<file path="src/rtl/boot_dec_pkg.sv">
package boot_dec_pkg;
  localparam int unsigned ADDR_W = 16;
  localparam int unsigned PAGE_W = 10;
  localparam int unsigned BASE_W = ADDR_W - PAGE_W;
  localparam int unsigned ROM_AW = PAGE_W + 1;

  typedef enum logic [1:0] {
    TGT_NONE = 2'd0,
    TGT_ROM  = 2'd1,
    TGT_RAM  = 2'd2,
    TGT_EXT  = 2'd3
  } tgt_e;
endpackage

</file>
<file path="src/rtl/page_match.sv">
module page_match #(
  parameter int unsigned ADDR_W = 16,
  parameter int unsigned PAGE_W = 10,
  parameter bit          SIZED  = 1'b0,
  localparam int unsigned BASE_W = ADDR_W - PAGE_W
) (
  input  logic [ADDR_W-1:0] addr_i,
  input  logic [BASE_W-1:0] base_i,
  input  logic              wide_i,
  output logic              hit_o
);
  logic [BASE_W-1:0] page;
  logic [BASE_W-1:0] mask;

  assign page = addr_i[ADDR_W-1:PAGE_W];

  generate
    if (SIZED) begin : g_sized
      // wide window: drop the low page bit of the address only
      assign mask = wide_i ? {{(BASE_W-1){1'b1}}, 1'b0} : {BASE_W{1'b1}};
    end else begin : g_fixed
      assign mask = {BASE_W{1'b1}};
    end
  endgenerate

  assign hit_o = ((page & mask) == base_i);
endmodule

</file>
<file path="src/rtl/boot_flag.sv">
module boot_flag (
  input  logic clk_i,
  input  logic rst_ni,
  input  logic clr_i,
  output logic flag_o
);
  always_ff @(posedge clk_i or negedge rst_ni) begin
    if (!rst_ni)    flag_o <= 1'b1;
    else if (clr_i) flag_o <= 1'b0;
  end
endmodule

</file>
<file path="src/rtl/tgt_arb.sv">
module tgt_arb
  import boot_dec_pkg::*;
(
  input  logic req_i,
  input  logic we_i,
  input  logic overlay_i,
  input  logic rom_vis_i,
  input  logic ram_hit_i,
  output tgt_e tgt_o
);
  always_comb begin
    tgt_o = TGT_NONE;
    if (req_i) begin
      if (!we_i && (overlay_i || rom_vis_i)) tgt_o = TGT_ROM;
      else if (ram_hit_i)                    tgt_o = TGT_RAM;
      else                                   tgt_o = TGT_EXT;
    end
  end
endmodule

</file>
<file path="src/rtl/boot_overlay_decode.sv">
module boot_overlay_decode
  import boot_dec_pkg::*;
(
  input  logic              clk_i,
  input  logic              rst_ni,
  input  logic              req_i,
  input  logic              we_i,
  input  logic              peek_i,
  input  logic [15:0]       addr_i,
  input  logic [5:0]        rom_base_i,
  input  logic [5:0]        ram_base_i,
  input  logic              rom_2k_i,
  input  logic              boot_jump_i,
  input  logic              rom_win_dis_i,
  output logic              rom_sel_o,
  output logic              ram_sel_o,
  output logic              ext_sel_o,
  output logic [10:0]       rom_addr_o,
  output logic [9:0]        ram_addr_o
);
  logic rom_hit, ram_hit, boot_q, boot_clr;
  tgt_e tgt;

  page_match #(.ADDR_W(ADDR_W), .PAGE_W(PAGE_W), .SIZED(1'b1)) u_rom_match (
    .addr_i(addr_i), .base_i(rom_base_i), .wide_i(rom_2k_i), .hit_o(rom_hit)
  );

  page_match #(.ADDR_W(ADDR_W), .PAGE_W(PAGE_W), .SIZED(1'b0)) u_ram_match (
    .addr_i(addr_i), .base_i(ram_base_i), .wide_i(1'b0), .hit_o(ram_hit)
  );

  assign boot_clr = req_i && rom_hit && !peek_i;

  boot_flag u_flag (
    .clk_i(clk_i), .rst_ni(rst_ni), .clr_i(boot_clr), .flag_o(boot_q)
  );

  tgt_arb u_arb (
    .req_i(req_i), .we_i(we_i),
    .overlay_i(boot_q && boot_jump_i),
    .rom_vis_i(rom_hit && !rom_win_dis_i),
    .ram_hit_i(ram_hit), .tgt_o(tgt)
  );

  assign rom_sel_o  = (tgt == TGT_ROM);
  assign ram_sel_o  = (tgt == TGT_RAM);
  assign ext_sel_o  = (tgt == TGT_EXT);
  assign rom_addr_o = {addr_i[PAGE_W] & rom_2k_i, addr_i[PAGE_W-1:0]};
  assign ram_addr_o = addr_i[PAGE_W-1:0];
endmodule

</file>
<file path="config.mk">
export PLATFORM = sky130hd
export DESIGN_NAME = boot_overlay_decode
export DESIGN_NICKNAME = d
export VERILOG_FILES = /design/src/rtl/boot_dec_pkg.sv /design/src/rtl/page_match.sv /design/src/rtl/boot_flag.sv /design/src/rtl/tgt_arb.sv /design/src/rtl/boot_overlay_decode.sv
export SDC_FILE = /design/constraint.sdc
export NUM_CORES = 1
export LEC_CHECK = 0
export ABC_CLOCK_PERIOD_IN_PS = 1800
export BUFFER_PORTS_ARGS = -buffer_cell sky130_fd_sc_hd__buf_2
export CAP_MARGIN = 15
export CORE_MARGIN = 4
export CORE_UTILIZATION = 28
export CTS_BUF_LIST = sky130_fd_sc_hd__clkbuf_4
export DETAILED_ROUTE_END_ITERATION = 16
export PLACE_DENSITY = 0.79
export SLEW_MARGIN = 20
export SYNTH_ARGS = -nofsm -noshare
export SYNTH_HDL_FRONTEND = slang
export SYNTH_SLANG_ARGS = --single-unit
</file>
<file path="constraint.sdc">
create_clock -name clk_i -period 1.8 [get_ports clk_i]
set_input_delay 0.36 -clock clk_i [delete_from_list [all_inputs] [get_ports clk_i]]
set_output_delay 0.36 -clock clk_i [all_outputs]
set_load 0.005 [all_outputs]
</file>
# Word-level counts from Yosys, hierarchy flattened
# Cells that the tools add are included.
# word_totals
regBits	1
output_inout_bits	24
wordCells	21
# op_classes
eq_ne	5
n_mux	4
n_bitwise	2
reduce_logical	9
# ops
operator	count
$eq 6x6->1	2
$and 6x6->6	1
$logic_and 1x1->1	5
$eq 2x2->1 const B	2
$mux 2	2
$logic_not 1->1	3
$eq 2x1->1 const B	1
$mux 1	2
$and 1x1->1	1
$logic_or 1x1->1	1

# Longest topological paths before layout
# depth
word_depth	9
depth_mapped	4

# By module
# A second synthesis with hierarchy kept.
# unflattened
cells_unflattened	50
area_unflattened_um2	410.4
# modules_own_cells
mod	n_inst	cells_each	area_each_um2	seq_area_each_um2
boot_overlay_decode	1	28	203.9	0.0
page_match (u_rom_match)	1	9	76.3	0.0
page_match (u_ram_match)	1	8	68.8	0.0
boot_flag	1	2	40.0	26.3
tgt_arb	1	3	21.3	0.0

# Worst setup path after synthesis
# Ideal clock, no wire load.
# synth_path
kind	input-to-output
start	input addr_i[11]
end	output rom_sel_o
t_arrival_ns	1.264
required_ns	1.440
setup_slack_ns	0.176
path_stages	4
cell_sequence	xor2_1 or3_1 nor4_1 o21a_1
# synth_between
elab_chain_len	8
word_cells_on_any_way	10
cone_classes	eq/ne (3); mux (3); bitwise (1); reduce/logical (3)
# synth_lines
item	line	text
from (decl)	boot_overlay_decode.sv:9	input logic [15:0] addr_i,
$and 6x6->6	page_match.sv:26	assign hit_o = ((page & mask) == base_i);
$eq 6x6->1	page_match.sv:26	
$logic_and 1x1->1	boot_overlay_decode.sv:41	.rom_vis_i(rom_hit && !rom_win_dis_i),
$logic_or 1x1->1	tgt_arb.sv:14	if (!we_i && (overlay_i || rom_vis_i)) tgt_o = TGT_ROM;
$logic_and 1x1->1	tgt_arb.sv:14	
$mux 2 (*)	tgt_arb.sv:14	
$mux 2 (*)	tgt_arb.sv:13	if (req_i) begin
$eq 2x1->1 (*)	boot_overlay_decode.sv:45	assign rom_sel_o = (tgt == TGT_ROM);
to (decl)	boot_overlay_decode.sv:15	output logic rom_sel_o,
# Every way passes the cells marked *; elsewhere a longest branch is shown, timed or not.

# Worst setup path in the final report
# Ends and elaborated chain as after synthesis.

==> results.md <==
| Parameter | Reported |
|:---|:---|
| Result of the run | completed |
| Total setup violations reported at the end of the flow | 0 |
| Total I/O pin count | 60 |
| Total core area | 1190 µm² |
| Post-Place Worst Slack | -0.0587 ns |
| Area fraction of the dominant cell type after synthesis | 39.9% |
| Worst setup EP type | primary output |
| Number of inserted filler cells in the final layout | 120 |
| Pin count of the biggest net entering global routing | 4 |
| Half-perimeter wire length of the detailed placement result | 783 µm |
| 1st-pass router iterations | 1 |
| Antenna Diode Count | 0 |
| Flip-flop cell with the highest count after synthesis | dfstp_2 |
| Via Count | 313 |
| Count of flip-flops with a built-in enable after synthesis | 0 |
| Met2 layer usage reported by global route | 13.5% |
| Number of cells traversed by the worst register-to-register path | 1 |
| Met1 Resource Use GR | 10.6% |
| Final setup slack of the worst path | 0.0245 ns |
| Worst vdd ir | 88.1 µV |
| Least-Margin Pin Slew | 0.228 ns |
| Crit Path Category | primary input to primary output |
| Detailed Route Iter0 Violations | 0 |
| Type of the tightest min-delay check | primary input to async pin |
| Share of final-layout standard cells stronger than drive strength 1 | 60.0% |
| Via count of the first global-routing pass | 292 |
| Clock slew at the register clock pins of the worst setup and hold paths | 0 ns |
| Number of hold violations in the final report | 0 |
| Worst skew pair latency | 0 ns |
| Number of antenna violations at the first check in global routing | 0 |
| Most Crowded Layer GR | met2 |
| Global-route usage over all layers | 8.11% |
| Max-slew violation count | 0 |
| Final Non-Filler Cells | 74 |
| Share of flip-flops with an asynchronous set or reset after synthesis | 100% |
| Largest registers in the final layout | u_flag.flag_o (1) |
| Flip-flop and latch count after synthesis | 1 |
| Max Cap Violations | 0 |
| Fmax achieved | 563 MHz |
| Yosys warns | 0 |
| Post-route antenna net violation count | 0 |
| Critical Path AT | 1.42 ns |
| Grt ovf | 0 |
| Number of cells produced by synthesis | 49 |
| Layout net count | 98 |
| Weighted congestion reported at the end of routability-driven placement | 0.697 |
| Placed cell count | 74 |
| Initial core utilization | 31.8% |
| Layout overhead on the synthesized area | 19.6% |
| Most common cell in the netlist | buf_4 |
| Largest Register | u_flag.flag_o |
| Fin crit period | 1.78 ns |
| Grt met3 use | 1.22% |
| Final Routed Wirelength | 877 µm |
| Post-route DRC violation count | 0 |
| Mean instance size in the synthesized netlist | 7.69 µm² |
| Worst clock skew | 0 ns |
| Buffers added on ports | 29 |
| Most area-consuming cells after synthesis | buf_4 40%, xnor2_1 16%, xor2_1 12% |
| Floorplan die area | 2000 µm² |
| First-pass GRT wire length | 1270 µm |
| Max reg flops | 1 |
| Syn Std Cell Area | 377 µm² |
| Final worst-path cycle share | 98.6% |
| Synth top cells by count | 20 x buf_4, 7 x xnor2_1, 5 x xor2_1 |
| Static leakage power | 0.000213 µW |
| Cell accounting for the most synthesized area | buf_4 |
| Highest fanout seen on the critical path | 3 |
| Final routed wire length divided by cell count | 11.9 µm |
| Post-synthesis sequential area ratio | 6.98% |
| Required time of the worst setup path | 1.44 ns |
| Chip Width | 44.7 µm |
| Setup repair bufs after CTS | 0 |
| PD cells | 236 nW/µm² |
| Unrepaired setup endpoints after global routing | yes |
| Mean number of vias per cell | 4.23 |
| Std cell rows | 12 |
| Count of distinct cell types in the synthesized netlist | 17 |
| Critical path startpoint category | primary input |
| Tightest slew margin relative to the limit | 84.7% |
| Die height | 44.7 µm |
| Net count of the mapped netlist | 85 |
## stage by stage
| step | power [µW] | area, µm² | util [%] | hold slack, ns | setup TNS [ns] |
|---|---|---|---|---|---|
| after floorplan | 89.5 | 377 | - | 0.212 | 0 |
| after global placement | 94.3 | 404 | 34.1 | 0.294 | -0.0452 |
| after detailed placement | 95.3 | 404 | 34.1 | 0.296 | -0.120 |
| after CTS | 99.1 | 417 | 35.1 | 0.296 | -0.0228 |
| after global routing | 116 | 450 | 38.0 | 0.300 | -0.160 |
| final | 106 | 450 | 38.0 | 0.294 | 0 |
## final cells by class
cell class | count | area [µm²] | area share, %
multi-input combinational | 28 | 228 | 50.6
timing repair buffer | 31 | 179 | 39.7
sequential | 1 | 26.3 | 5.83
tap | 14 | 17.5 | 3.89
## kinds of logic (layout without fill, tap and decap cells)
group / Yosys count / after routing / share of synthesized area, %
compound gates: 3 / 3 / 5.65
xor+xnor: 12 / 12 / 27.9
buf+inv: 20 / 31 / 39.9
flops: 1 / 1 / 6.98
simple gates: 13 / 13 / 19.6
## layer usage
layer / share of wire (%) / routed length (µm)
met3: 13 / 110
met2: 54 / 471
met5: 0 / 0
met1: 33 / 289
met4: 0.68 / 6
## cells in the final DEF, fill, tap and decap left out
master,instances
and2_1,1
buf_2,26
buf_4,2
buf_6,3
dfstp_2,1
nand2_1,3
nand2b_1,1
nand3_1,1
nor2_1,1
nor3_1,1
nor3b_1,1
nor4_2,2
o21a_1,1
o21ai_0,1
o31a_1,1
or3_1,1
or4b_1,1
xnor2_1,6
xnor2_2,1
xor2_1,4
xor2_2,1
## path summary, 6_finish.rpt
kind | from | endpoint | slack (ns)
max in group asynchronous | rst_ni | u_flag.flag_o | 1.49
hold / removal | rst_ni | u_flag.flag_o | 0.29
hold reg to reg | u_flag.flag_o | u_flag.flag_o | 0.45
setup reg to reg | u_flag.flag_o | u_flag.flag_o | 1.11
min in group clk_i | u_flag.flag_o | u_flag.flag_o | 0.45
setup / recovery | addr_i[11] | rom_sel_o | 0.02
## critical path, stage by stage
cell and delay [ns]:
buf_6 0.09, xor2_1 0.16, or3_1 0.32, nor4_2 0.13
buf_4 0.15, o21a_1 0.10, buf_2 0.10
## timing repair
item | CTS | global route
setup endpoints to repair | 3 | 3
pin swaps | 0 | 4
hold buffers | 0 | 0
resized for setup | 2 | 6
## power by group
group | internal [µW] | switching [µW]
Combinational | 48.7 | 34.8
Clock | 0 | 0
Sequential | 22.9 | 0
Total | 71.7 | 34.8
Power figures use the tool's default switching activity.
